[src/rtl/flash_cmd_pkg.sv]
package flash_cmd_pkg;
  typedef enum logic [1:0] {
    MODE_READ    = 2'd0,
    MODE_AUTOSEL = 2'd1,
    MODE_BYPASS  = 2'd2
  } mode_e;

  typedef enum logic [3:0] {
    ST_IDLE,
    ST_UNL1,
    ST_UNL2,
    ST_PGM,
    ST_ERS1,
    ST_ERS2,
    ST_ERS3,
    ST_BYP_PGM,
    ST_BYP_EXIT
  } step_e;

  // word-mode key addresses; byte-mode keys append one LSB
  localparam logic [10:0] KEY_A_WORD = 11'h555;
  localparam logic [10:0] KEY_B_WORD = 11'h2AA;
  localparam int unsigned KEY_W      = $bits(KEY_A_WORD);

  localparam logic [7:0] CODE_UNLOCK_A = 8'hAA;
  localparam logic [7:0] CODE_UNLOCK_B = 8'h55;
  localparam logic [7:0] CODE_AUTOSEL  = 8'h90;
  localparam logic [7:0] CODE_PROGRAM  = 8'hA0;
  localparam logic [7:0] CODE_ERASE    = 8'h80;
  localparam logic [7:0] CODE_BYPASS   = 8'h20;
  localparam logic [7:0] CODE_CHIP     = 8'h10;
  localparam logic [7:0] CODE_SECTOR   = 8'h30;
  localparam logic [7:0] CODE_RESUME   = 8'h30;
  localparam logic [7:0] CODE_SUSPEND  = 8'hB0;
  localparam logic [7:0] CODE_RESET    = 8'hF0;
  localparam logic [7:0] CODE_BYP_EXIT = 8'h00;
endpackage

[src/rtl/flash_cmd_decode.sv]
module flash_cmd_decode
  import flash_cmd_pkg::*;
#(
  parameter int unsigned ADDR_W   = 20,
  parameter int unsigned SECT_LSB = 12,
  parameter int unsigned SECT_W   = 7
) (
  input  logic [ADDR_W-1:0] addr_i,
  input  logic [7:0]        code_i,
  input  logic              byte_mode_i,
  output logic              key_a_o,
  output logic              key_b_o,
  output logic [7:0]        code_o,
  output logic [SECT_W-1:0] sector_o
);
  localparam int unsigned BKEY_W   = KEY_W + 1;
  localparam int unsigned SECT_MSB = SECT_LSB + SECT_W - 1;

  logic [KEY_W-1:0]  wkey;
  logic [BKEY_W-1:0] bkey;
  logic [SECT_W-1:0] sect_word;
  logic [SECT_W-1:0] sect_byte;

  assign wkey   = addr_i[KEY_W-1:0];
  assign bkey   = addr_i[BKEY_W-1:0];
  assign code_o = code_i;

  always_comb begin
    if (byte_mode_i) begin
      key_a_o = (bkey == {KEY_A_WORD, 1'b0});
      key_b_o = (bkey == {KEY_B_WORD, 1'b1});
    end else begin
      key_a_o = (wkey == KEY_A_WORD);
      key_b_o = (wkey == KEY_B_WORD);
    end
  end

  // sector field sits one bit higher in byte addressing
  generate
    if (ADDR_W > SECT_MSB + 1) begin : g_byte_sect
      assign sect_byte = addr_i[SECT_MSB+1:SECT_LSB+1];
    end else begin : g_byte_sect_short
      assign sect_byte = {1'b0, addr_i[ADDR_W-1:SECT_LSB+1]};
    end
  endgenerate

  assign sect_word = addr_i[SECT_MSB:SECT_LSB];
  assign sector_o  = byte_mode_i ? sect_byte : sect_word;
endmodule

[src/rtl/flash_cmd_fsm.sv]
module flash_cmd_fsm
  import flash_cmd_pkg::*;
#(
  parameter int unsigned ADDR_W = 20,
  parameter int unsigned DATA_W = 16,
  parameter int unsigned SECT_W = 7
) (
  input  logic              clk_i,
  input  logic              rst_ni,
  input  logic              wr_valid_i,
  input  logic [ADDR_W-1:0] wr_addr_i,
  input  logic [DATA_W-1:0] wr_data_i,
  input  logic              erase_busy_i,
  input  logic              key_a_i,
  input  logic              key_b_i,
  input  logic [7:0]        code_i,
  input  logic [SECT_W-1:0] sector_i,
  output logic [1:0]        mode_o,
  output logic              suspended_o,
  output logic              prog_req_o,
  output logic [ADDR_W-1:0] prog_addr_o,
  output logic [DATA_W-1:0] prog_data_o,
  output logic              chip_erase_o,
  output logic              sector_erase_o,
  output logic [SECT_W-1:0] sector_o,
  output logic              suspend_o,
  output logic              resume_o
);
  step_e step_q, step_d;
  mode_e mode_q, mode_d;
  logic  susp_q, susp_d;
  logic  pgm_d, chip_d, sect_d, sus_d, res_d, took;
  logic  pgm_q, chip_q, sect_q, sus_q, res_q;
  logic [ADDR_W-1:0] paddr_q;
  logic [DATA_W-1:0] pdata_q;
  logic [SECT_W-1:0] sector_q;

  always_comb begin
    step_d = step_q;
    mode_d = mode_q;
    susp_d = susp_q;
    pgm_d  = 1'b0;
    chip_d = 1'b0;
    sect_d = 1'b0;
    sus_d  = 1'b0;
    res_d  = 1'b0;
    took   = 1'b0;
    if (wr_valid_i) begin
      step_d = ST_IDLE;
      unique case (step_q)
        ST_IDLE: begin
          if (mode_q == MODE_READ && key_a_i && code_i == CODE_UNLOCK_A) begin
            step_d = ST_UNL1;
            took   = 1'b1;
          end else if (mode_q == MODE_BYPASS && code_i == CODE_PROGRAM) begin
            step_d = ST_BYP_PGM;
            took   = 1'b1;
          end else if (mode_q == MODE_BYPASS && code_i == CODE_AUTOSEL) begin
            step_d = ST_BYP_EXIT;
            took   = 1'b1;
          end
        end
        ST_UNL1: begin
          if (key_b_i && code_i == CODE_UNLOCK_B) begin
            step_d = ST_UNL2;
            took   = 1'b1;
          end
        end
        ST_UNL2: begin
          if (key_a_i) begin
            if (code_i == CODE_AUTOSEL) begin
              mode_d = MODE_AUTOSEL;
              took   = 1'b1;
            end else if (code_i == CODE_PROGRAM) begin
              step_d = ST_PGM;
              took   = 1'b1;
            end else if (code_i == CODE_ERASE && !susp_q) begin
              step_d = ST_ERS1;
              took   = 1'b1;
            end else if (code_i == CODE_BYPASS && !susp_q) begin
              mode_d = MODE_BYPASS;
              took   = 1'b1;
            end
          end
        end
        ST_PGM, ST_BYP_PGM: begin
          pgm_d = 1'b1;
          took  = 1'b1;
        end
        ST_ERS1: begin
          if (key_a_i && code_i == CODE_UNLOCK_A) begin
            step_d = ST_ERS2;
            took   = 1'b1;
          end
        end
        ST_ERS2: begin
          if (key_b_i && code_i == CODE_UNLOCK_B) begin
            step_d = ST_ERS3;
            took   = 1'b1;
          end
        end
        ST_ERS3: begin
          if (key_a_i && code_i == CODE_CHIP) begin
            chip_d = 1'b1;
            took   = 1'b1;
          end else if (code_i == CODE_SECTOR) begin
            sect_d = 1'b1;
            took   = 1'b1;
          end
        end
        ST_BYP_EXIT: begin
          if (code_i == CODE_BYP_EXIT) begin
            mode_d = MODE_READ;
            took   = 1'b1;
          end
        end
        default: ;
      endcase
      // single-write commands, honoured outside the data cycle of a program
      if (!took) begin
        if (code_i == CODE_RESET && mode_q != MODE_BYPASS) mode_d = MODE_READ;
        if (code_i == CODE_SUSPEND && erase_busy_i && !susp_q) begin
          sus_d  = 1'b1;
          susp_d = 1'b1;
        end
        if (code_i == CODE_RESUME && susp_q) begin
          res_d  = 1'b1;
          susp_d = 1'b0;
        end
      end
    end
  end

  always_ff @(posedge clk_i or negedge rst_ni) begin
    if (!rst_ni) begin
      step_q   <= ST_IDLE;
      mode_q   <= MODE_READ;
      susp_q   <= 1'b0;
      pgm_q    <= 1'b0;
      chip_q   <= 1'b0;
      sect_q   <= 1'b0;
      sus_q    <= 1'b0;
      res_q    <= 1'b0;
      paddr_q  <= '0;
      pdata_q  <= '0;
      sector_q <= '0;
    end else begin
      step_q <= step_d;
      mode_q <= mode_d;
      susp_q <= susp_d;
      pgm_q  <= pgm_d;
      chip_q <= chip_d;
      sect_q <= sect_d;
      sus_q  <= sus_d;
      res_q  <= res_d;
      if (pgm_d) begin
        paddr_q <= wr_addr_i;
        pdata_q <= wr_data_i;
      end
      if (sect_d) sector_q <= sector_i;
    end
  end

  assign mode_o         = mode_q;
  assign suspended_o    = susp_q;
  assign prog_req_o     = pgm_q;
  assign prog_addr_o    = paddr_q;
  assign prog_data_o    = pdata_q;
  assign chip_erase_o   = chip_q;
  assign sector_erase_o = sect_q;
  assign sector_o       = sector_q;
  assign suspend_o      = sus_q;
  assign resume_o       = res_q;
endmodule

[src/rtl/flash_cmd_decoder.sv]
module flash_cmd_decoder #(
  parameter int unsigned ADDR_W   = 20,
  parameter int unsigned DATA_W   = 16,
  parameter int unsigned SECT_LSB = 12,
  parameter int unsigned SECT_W   = 7
) (
  input  logic              clk_i,
  input  logic              rst_ni,
  input  logic              wr_valid_i,
  input  logic [ADDR_W-1:0] wr_addr_i,
  input  logic [DATA_W-1:0] wr_data_i,
  input  logic              byte_mode_i,
  input  logic              erase_busy_i,
  output logic [1:0]        mode_o,
  output logic              suspended_o,
  output logic              prog_req_o,
  output logic [ADDR_W-1:0] prog_addr_o,
  output logic [DATA_W-1:0] prog_data_o,
  output logic              chip_erase_o,
  output logic              sector_erase_o,
  output logic [SECT_W-1:0] sector_o,
  output logic              suspend_o,
  output logic              resume_o
);
  logic              key_a, key_b;
  logic [7:0]        code;
  logic [SECT_W-1:0] sector_raw;

  flash_cmd_decode #(
    .ADDR_W  (ADDR_W),
    .SECT_LSB(SECT_LSB),
    .SECT_W  (SECT_W)
  ) u_decode (
    .addr_i     (wr_addr_i),
    .code_i     (wr_data_i[7:0]),
    .byte_mode_i(byte_mode_i),
    .key_a_o    (key_a),
    .key_b_o    (key_b),
    .code_o     (code),
    .sector_o   (sector_raw)
  );

  flash_cmd_fsm #(
    .ADDR_W(ADDR_W),
    .DATA_W(DATA_W),
    .SECT_W(SECT_W)
  ) u_fsm (
    .clk_i         (clk_i),
    .rst_ni        (rst_ni),
    .wr_valid_i    (wr_valid_i),
    .wr_addr_i     (wr_addr_i),
    .wr_data_i     (wr_data_i),
    .erase_busy_i  (erase_busy_i),
    .key_a_i       (key_a),
    .key_b_i       (key_b),
    .code_i        (code),
    .sector_i      (sector_raw),
    .mode_o        (mode_o),
    .suspended_o   (suspended_o),
    .prog_req_o    (prog_req_o),
    .prog_addr_o   (prog_addr_o),
    .prog_data_o   (prog_data_o),
    .chip_erase_o  (chip_erase_o),
    .sector_erase_o(sector_erase_o),
    .sector_o      (sector_o),
    .suspend_o     (suspend_o),
    .resume_o      (resume_o)
  );
endmodule

[config.mk]
export PLATFORM = sky130hd
export DESIGN_NAME = flash_cmd_decoder
export DESIGN_NICKNAME = d
export VERILOG_FILES = /design/src/rtl/flash_cmd_pkg.sv /design/src/rtl/flash_cmd_decode.sv /design/src/rtl/flash_cmd_fsm.sv /design/src/rtl/flash_cmd_decoder.sv
export SDC_FILE = /design/constraint.sdc
export NUM_CORES = 1
export LEC_CHECK = 0
export BUFFER_PORTS_ARGS = -buffer_cell sky130_fd_sc_hd__buf_2
export CAP_MARGIN = 10
export CORE_MARGIN = 1
export CORE_UTILIZATION = 50
export CTS_CLUSTER_DIAMETER = 150
export DETAILED_ROUTE_END_ITERATION = 8
export PLACE_DENSITY_LB_ADDON = 0.15
export SYNTH_ARGS = -nofsm -noshare
export SYNTH_HDL_FRONTEND = slang
export SYNTH_SLANG_ARGS = --single-unit
[constraint.sdc]
create_clock -name clk_i -period 2.1 [get_ports clk_i]
set_input_delay 0.21 -clock clk_i [delete_from_list [all_inputs] [get_ports clk_i]]
set_output_delay 0.21 -clock clk_i [all_outputs]
set_load 0.01 [all_outputs]
[After elaboration in Yosys (flattened, before gate mapping)]
Cells that the tools add are included.
Storage, ports and cells
  memories: 0
  bits in latches: 0
  bits in writable memories: 0
  bits in read-only memories: 0
  register bits: 55
  logic and storage cells: 111
  output and inout port bits: 51
  bits of input ports: 41
Cells by class
  multiplexer cells: 54
  div/mod/pow operators: 0
  eq/ne operators: 24
  bitwise logic cells: 1
  shifts and indexed selects: 0
  add/sub/neg operators: 0
  order comparisons: 0
  reduce and logical (&&, ||, !) cells: 21
  $mul: 0
Operators with widths (number)
  $eq 8x8->1 const B: 6
  $mux 1: 32
  $mux 4: 6
  $pmux 4 s5: 1
  $mux 2: 9
  $eq 4x3->1 const B: 4
  $eq 8x6->1 const B: 2
  $logic_and 1x1->1: 13
  $eq 12x11->1 const B: 1
  $eq 12x12->1 const B: 1
  $eq 11x10->1 const B: 1
  $eq 11x11->1 const B: 1
  $mux 3: 3
  $eq 4x2->1 const B: 2
  $eq 8x5->1 const B: 1
  $eq 8x7->1 const B: 1
  $logic_not 8->1: 1
  $mux 7: 1
  $pmux 1 s7: 1
  $eq 4x1->1 const B: 1
  $eq 4x4->1 const B: 1
  $logic_not 4->1: 1
  $pmux 2 s2: 1
  $reduce_or 2->1: 2
  7 further kinds: 7

[Longest topological paths before layout]
Gate-level depths: netlist of the first run.
  depth after elaboration: 11
  depth in mapped cells: 7
  mapped depth without buffers: 5

[Modules after synthesis]
A second synthesis of the first run with hierarchy kept.
Second synthesis, totals
  cell total of the unflattened synthesis: 199
  area, all modules: 2566.2 µm²
Modules (own cells, without submodules)
  flash_cmd_fsm: seq. area each 1376.3 µm², instances 1, area each 2307.2 µm², cells each 171
  flash_cmd_decode: seq. area each 0.0 µm², instances 1, area each 259.0 µm², cells each 28

[Worst setup path before layout of the first run]
OpenSTA, ideal clock, no wires.
  path type: reg-to-reg
  from: register u_fsm.step_q[0]
  to: register u_fsm.mode_q[1] (netlist: u_fsm.mode_o[1])
  period minus slack after synthesis: 1778 ps
  cell stages (with the launch flop): 7
  setup slack: 322 ps
  path buffers: 2
  data required time: 1974 ps
  library setup time: 126 ps
  data arrival time: 1652 ps
  cell sequence: dfrtp_1 -> buf_6 -> or4b_1 -> buf_2 -> a21oi_4 -> a31oi_1 -> a221o_1
On the way
  longest elaborated chain between the ends: 5
  elaborated cells between the ends (all ways): 16
  classes of those cells: eq/ne (8); mux (5); reduce/logical (3)
RTL lines
  from (decl): line flash_cmd_fsm.sv:29  | step_e step_q, step_d;
  from (signal assigned): line flash_cmd_fsm.sv:148  | step_q <= step_d;
  $eq 4x1->1, or another cell as far along: line flash_cmd_fsm.sv:50  | unique case (step_q)
  $reduce_or 2->1, on equally long branches
  $pmux 1 s7: line flash_cmd_fsm.sv:50
  $mux 1: line flash_cmd_fsm.sv:48  | if (wr_valid_i) begin
  $mux 2 *: line flash_cmd_fsm.sv:120  | if (!took) begin
  to (signal assigned): line flash_cmd_fsm.sv:149  | mode_q <= mode_d;
  to (decl): line flash_cmd_fsm.sv:30  | mode_e mode_q, mode_d;
Every way passes the cells marked *; elsewhere a longest branch is shown, timed or not. The select of a mux whose other input is x is not followed.
A chain may end at the register's enable or synchronous reset.

[Final worst setup path of the first run]
  from: register u_fsm.step_q[3]
  to: register u_fsm.mode_q[1] (netlist: u_fsm.mode_o[1])
Same word-level chain as after synthesis.

==> reports/metrics.yaml, run 1 <==
status: "finished, final reports clean"
hold_slack_ns: 0.01218
grt_overflow: 0
grt_pass1_wl_mm: 11.55
timing.final.hold_violations: 0
grt_max_degree: 56
portBuffers: 91
place_congestion: 0.9050
clockRootBuffer: "clkbuf_8"
dp_slack_ns: 0.2417
firstDrtPassIters: 4
min_period_over_period_pct: 89.56
ir_drop_mv: 0.3950
via_count: 2514
netlist_instances: 307
ant_nets: 0
cp.arrival_ns: 2.08
post_cts_resized: 0
routed_via_density: 5.372
grtUsageTotal_pct: 24.67
finalSetupTns_ns: 0
ys_seq_elements: 55
period_needed_ns: 1.881
synth_cell_types: 52
setup_ws_ns: 0.2193
start_util_pct: 53.00
clk_pin_slew_worst_paths_ns: 0.10
clock_latency_ns: 0.31
tightest_slew_ns: 0.6720
worst_setup_path_start_kind: "register"
synth_edf_count: 0
cts_htree_levels: 2
finalPower_mw: 1.917
synth_warnings: 0
ioPinCount: 92
yosysTopAreaCell: "dfrtp_1"
synthTopCellsByArea: "dfrtp_1, nand2_1, mux2i_1"
dp_hpwl_mm: 4.952
core_mm2: 0.005205
setup_violations: 0
syn_nets: 348
power_density_mw_per_mm2: 567.4
cts_sinks: 55
critPathMaxFanout: 9
critPathCaptureType: "register"
chipHeight_um: 76.28
numCtsBuffers: 5
diodes: 0
layout-drive-gt1-share_pct: 29.65
final_util_pct: 64.90
initialDrtViolationCount: 136
dieWidth_um: 76.28
maxCapViolCount: 0
synth_top_area_share_pct: 49.89
wl_per_cell_um: 14.61
ys_seq_area_share_pct: 49.89
synthArstFlopShare_pct: 100.0
rsz0062_at_grt: "no"
final.setup_skew_ns: 0.003218
hold_class: "in2async"
row_count: 26
final_nets: 438
ys.flop_type: "dfrtp_1"
relSlewSlack_pct: 55.20
grt_pass1_vias: 2483
holdBufCountCts: 0
critPathRequiredTime_ns: 2.30
totalWireLength_mm: 6.839
leakage_nw: 1.916
cts_setup_buffers: 0
cts_tree: "yes"
remaining_drc_errors: 0
cts_max_path_buffers: 2
fmax_mhz: 531.7
die_area_mm2: 0.005819
syn2layout_area_growth_pct: 22.45
worstSetupPathType: "reg2reg"
slew_viol_final: 0
syn_avg_cell_area_um2: 8.987
antenna_found_initial: 0
synth_area_mm2: 0.002759
[final cells by class]
cell class	count	area, um2
Fill cell	460	1827
Timing Repair Buffer	97	500.5
Clock inverter	2	38.79
Tap cell	70	87.58
Inverter	4	15.01
Sequential cell	55	1376
Clock buffer	6	72.57
Multi-Input combinational cell	234	1287
[per-layer routing]
metal,part of all wire [%],track usage (%)
met1,46,32.91
met4,1.4,7.115
met3,5.4,5.269
met5,0,0
met2,48,40.54
[cell families (layout without fill, tap and decap cells)]
| family | after synthesis | after routing | synth area share, % |
|---|---|---|---|
| AND/OR/NAND/NOR | 192 | 192 | 34.69 |
| flip-flops | 55 | 55 | 49.89 |
| AO/OA/AOI/OAI | 35 | 35 | 9.434 |
| buffers and inverters | 18 | 109 | 3.446 |
| multiplexers | 7 | 7 | 2.540 |
[per-stage QoR]
stage               instance area [um2]  instances
finish                             3378        468
global route                       3378        468
CTS                                3378        468
detailed placement                 3267        460
global placement                   3267        460
floorplan                          2759        307
[Yosys cell counts (3+ instances only)]
library cell	number
nand2_1	121
nor4_1	3
a21oi_1	11
nand4_1	10
clkbuf_1	4
a211oi_1	4
dfrtp_1	55
nor2_1	14
nor3_1	3
nand3_1	3
and3b_1	4
nand2b_1	3
nor2b_1	7
o211ai_1	4
o21ai_0	3
mux2i_1	7
buf_2	6
[final timing paths]
kind / endpoint / cells past startpoint / start / slack [ns]
worst max-delay path: u_fsm.mode_o[1]$_DFFE_PN0P_ / 4 / u_fsm.step_q[3]$_DFFE_PN0P_ / 0.22
worst min-delay path: u_fsm.prog_addr_o[2]$_DFFE_PN0P_ / 2 / rst_ni / 0.01
worst max register to register: u_fsm.mode_o[1]$_DFFE_PN0P_ / 4 / u_fsm.step_q[3]$_DFFE_PN0P_ / 0.22
worst min register to register: u_fsm.prog_addr_o[19]$_DFFE_PN0P_ / 2 / u_fsm.prog_addr_o[19]$_DFFE_PN0P_ / 0.48
max in group asynchronous: u_fsm.prog_data_o[4]$_DFFE_PN0P_ / 2 / rst_ni / 1.64
min in group clk_i: u_fsm.prog_data_o[12]$_DFFE_PN0P_ / 3 / wr_data_i[12] / 0.09
[sequential cells by signal, indices dropped and copies added, names as in the netlist, 2 cells and up]
register           flops
u_fsm.prog_addr_o     20
u_fsm.prog_data_o     16
u_fsm.sector_o         7
u_fsm.step_q           4
u_fsm.mode_o           2
[power breakdown]
group          leakage (nW)  switching (mW)  internal (mW)  total, mW
Sequential            0.759         0.00197           1.06       1.06
Clock                0.0558           0.349          0.361      0.710
Combinational          1.10          0.0899         0.0550      0.145
Total                  1.92           0.441           1.48       1.92
[cell usage in the layout, fill, tap and decap left out, drive strengths merged, types with 4 or more instances in the layout]
cell and instances:
nand2 121, buf 97, dfrtp 55, nor2 14, a21oi 12, nand4 11, nor2b 7, mux2i 7
clkbuf 6, o211ai 4, and3b 4, a211oi 4, nor3 4, nor4 4, inv 4
[worst max-delay path, cell delays in order, from the launching register on]
cell and delay (ns):
dfrtp_1 0.48, or4b_1 0.68, a21oi_4 0.22, a31oi_1 0.10
a221o_1 0.29
(Power assumes the default switching activity.)
==> inputs of run 2 (changes only) <==
--- a/config.mk
+++ b/config.mk
@@ -8,7 +8,7 @@
 export BUFFER_PORTS_ARGS = -buffer_cell sky130_fd_sc_hd__buf_2
 export CAP_MARGIN = 10
 export CORE_MARGIN = 1
-export CORE_UTILIZATION = 50
+export CORE_UTILIZATION = 43
 export CTS_CLUSTER_DIAMETER = 150
 export DETAILED_ROUTE_END_ITERATION = 8
 export PLACE_DENSITY_LB_ADDON = 0.15
==> reports/metrics.yaml, run 2 (synthesis results as in run 1) <==
tightest_slew_ns: 0.5653
setup_ws_ns: 0.2292
row_count: 28
chipHeight_um: 82.10
dieWidth_um: 82.10
place_congestion: 0.8908
cpPeakStageDelay_ns: 0.68
remaining_drc_errors: 0
layout_commonest_cell: "nand2_1"
die_area_mm2: 0.006740
initialDrtViolationCount: 168
timing.final.hold_violations: 0
slowest_stage: "or4b_1"
wl_per_cell_um: 14.52
min_period_over_period_pct: 89.09
firstDrtPassIters: 4
via_count: 2492
power_density_mw_per_mm2: 548.8
fin_area_mm2: 0.003400
diodes: 0
final.setup_skew_ns: 0.01282
antenna_found_initial: 0
numCtsBuffers: 5
totalWireLength_mm: 6.899
fmax_mhz: 534.5
period_needed_ns: 1.871
hold_class: "in2reg"
mostFrequentLayoutCells: "nand2_1, buf_2, dfrtp_1, nor2_1, a21oi_1"
maxCapViolCount: 0
worst_setup_path_start_kind: "register"
syn2layout_area_growth_pct: 23.22
largest_reg_flops: 20
status: "finished, final reports clean"
dp_hpwl_mm: 5.093
routed_via_density: 5.246
core_mm2: 0.006061
ioPinCount: 92
cp_num_buf_inv: 0
cts_htree_levels: 2
fillerInstances: 556
crit_family: "simple AND/OR/NAND/NOR gates"
critPathMaxFanout: 7
cts_sinks: 55
clockRootBuffer: "clkbuf_8"
rsz0062_at_grt: "no"
worstSetupPathType: "reg2reg"
grtUsageTotal_pct: 21.62
final_nets: 440
ir_drop_mv: 0.2705
grt_overflow: 0
clock_latency_ns: 0.33
grt_pass1_wl_mm: 11.01
dp_slack_ns: 0.2434
cp.arrival_ns: 2.10
ant_nets: 0
leakage_nw: 1.919
clk_pin_slew_worst_paths_ns: 0.12
critPathCaptureType: "register"
path_cells: "or4b_1 > a21oi_4 > a31oi_1 > a221o_1"
portBuffers: 91
relSlewSlack_pct: 62.02
slew_viol_final: 0
grt_max_degree: 37
critPathRequiredTime_ns: 2.32
cts_tree: "yes"
placed_area_mm2: 0.003293
layout-drive-gt1-share_pct: 30.00
cts_max_path_buffers: 2
finalSetupTns_ns: 0
setup_violations: 0
start_util_pct: 45.52
grt_pass1_vias: 2263
==> run 2: stage by stage <==
step | utilization (%) | hold WS, ns | std cells | power (mW)
6_report | 56.09 | 0.06484 | 475 | 1.866
3_5_place_dp | 54.34 | 0.1952 | 466 | 1.232
5_1_grt | 56.09 | 0.07258 | 475 | 1.938
4_1_cts | 56.09 | 0.06937 | 475 | 1.883
3_3_place_gp | 54.34 | 0.1894 | 466 | 1.232
2_1_floorplan | - | -0.08559 | 307 | 1.135
==> run 2: layer usage <==
metal	up-vias	track usage (%)	part of all wire, %
met5	-	0	0
met4	0	6.667	1.8
met3	12	4.505	4.8
met2	75	33.06	45
met1	1167	30.61	48
li1	1238	-	-
==> run 2: tightest hold or removal path: stages <==
cell and delay [ns]:
buf_2 0.07, nand2_1 0.04, nand2_1 0.05
==> run 2: repair_timing <==
action,CTS,global route
gates resized for setup,0,0
setup buffers,0,0
hold buffers,1,0
endpoints found under the hold margin,17,0
==> run 2: final timing paths <==
kind,slack [ns],depth (start not counted),start,endpoint
max,0.23,4,u_fsm.step_q[0]$_DFFE_PN0P_,u_fsm.mode_o[1]$_DFFE_PN0P_
min,0.06,3,wr_data_i[12],u_fsm.prog_data_o[12]$_DFFE_PN0P_
max reg2reg,0.23,4,u_fsm.step_q[0]$_DFFE_PN0P_,u_fsm.mode_o[1]$_DFFE_PN0P_
min reg2reg,0.48,2,u_fsm.prog_data_o[13]$_DFFE_PN0P_,u_fsm.prog_data_o[13]$_DFFE_PN0P_
max in group asynchronous,1.10,3,rst_ni,u_fsm.prog_data_o[9]$_DFFE_PN0P_
min in group asynchronous,0.35,2,rst_ni,u_fsm.mode_o[0]$_DFFE_PN0P_
==> run 2: layout make-up <==
type	count	area, um2	share of cell area [%]
Tap cell	75	93.84	2.760
Clock inverter	3	27.53	0.8097
Sequential cell	55	1376	40.49
Inverter	4	15.01	0.4417
Clock buffer	5	68.82	2.024
Multi-Input combinational cell	234	1287	37.87
Timing Repair Buffer	99	530.5	15.61
==> run 2: report_power, final <==
part | switching, mW | leakage (nW) | internal, mW | total, mW
registers | 0.00200 | 0.759 | 1.06 | 1.06
logic | 0.0907 | 1.11 | 0.0574 | 0.148
clock network | 0.407 | 0.0467 | 0.249 | 0.655
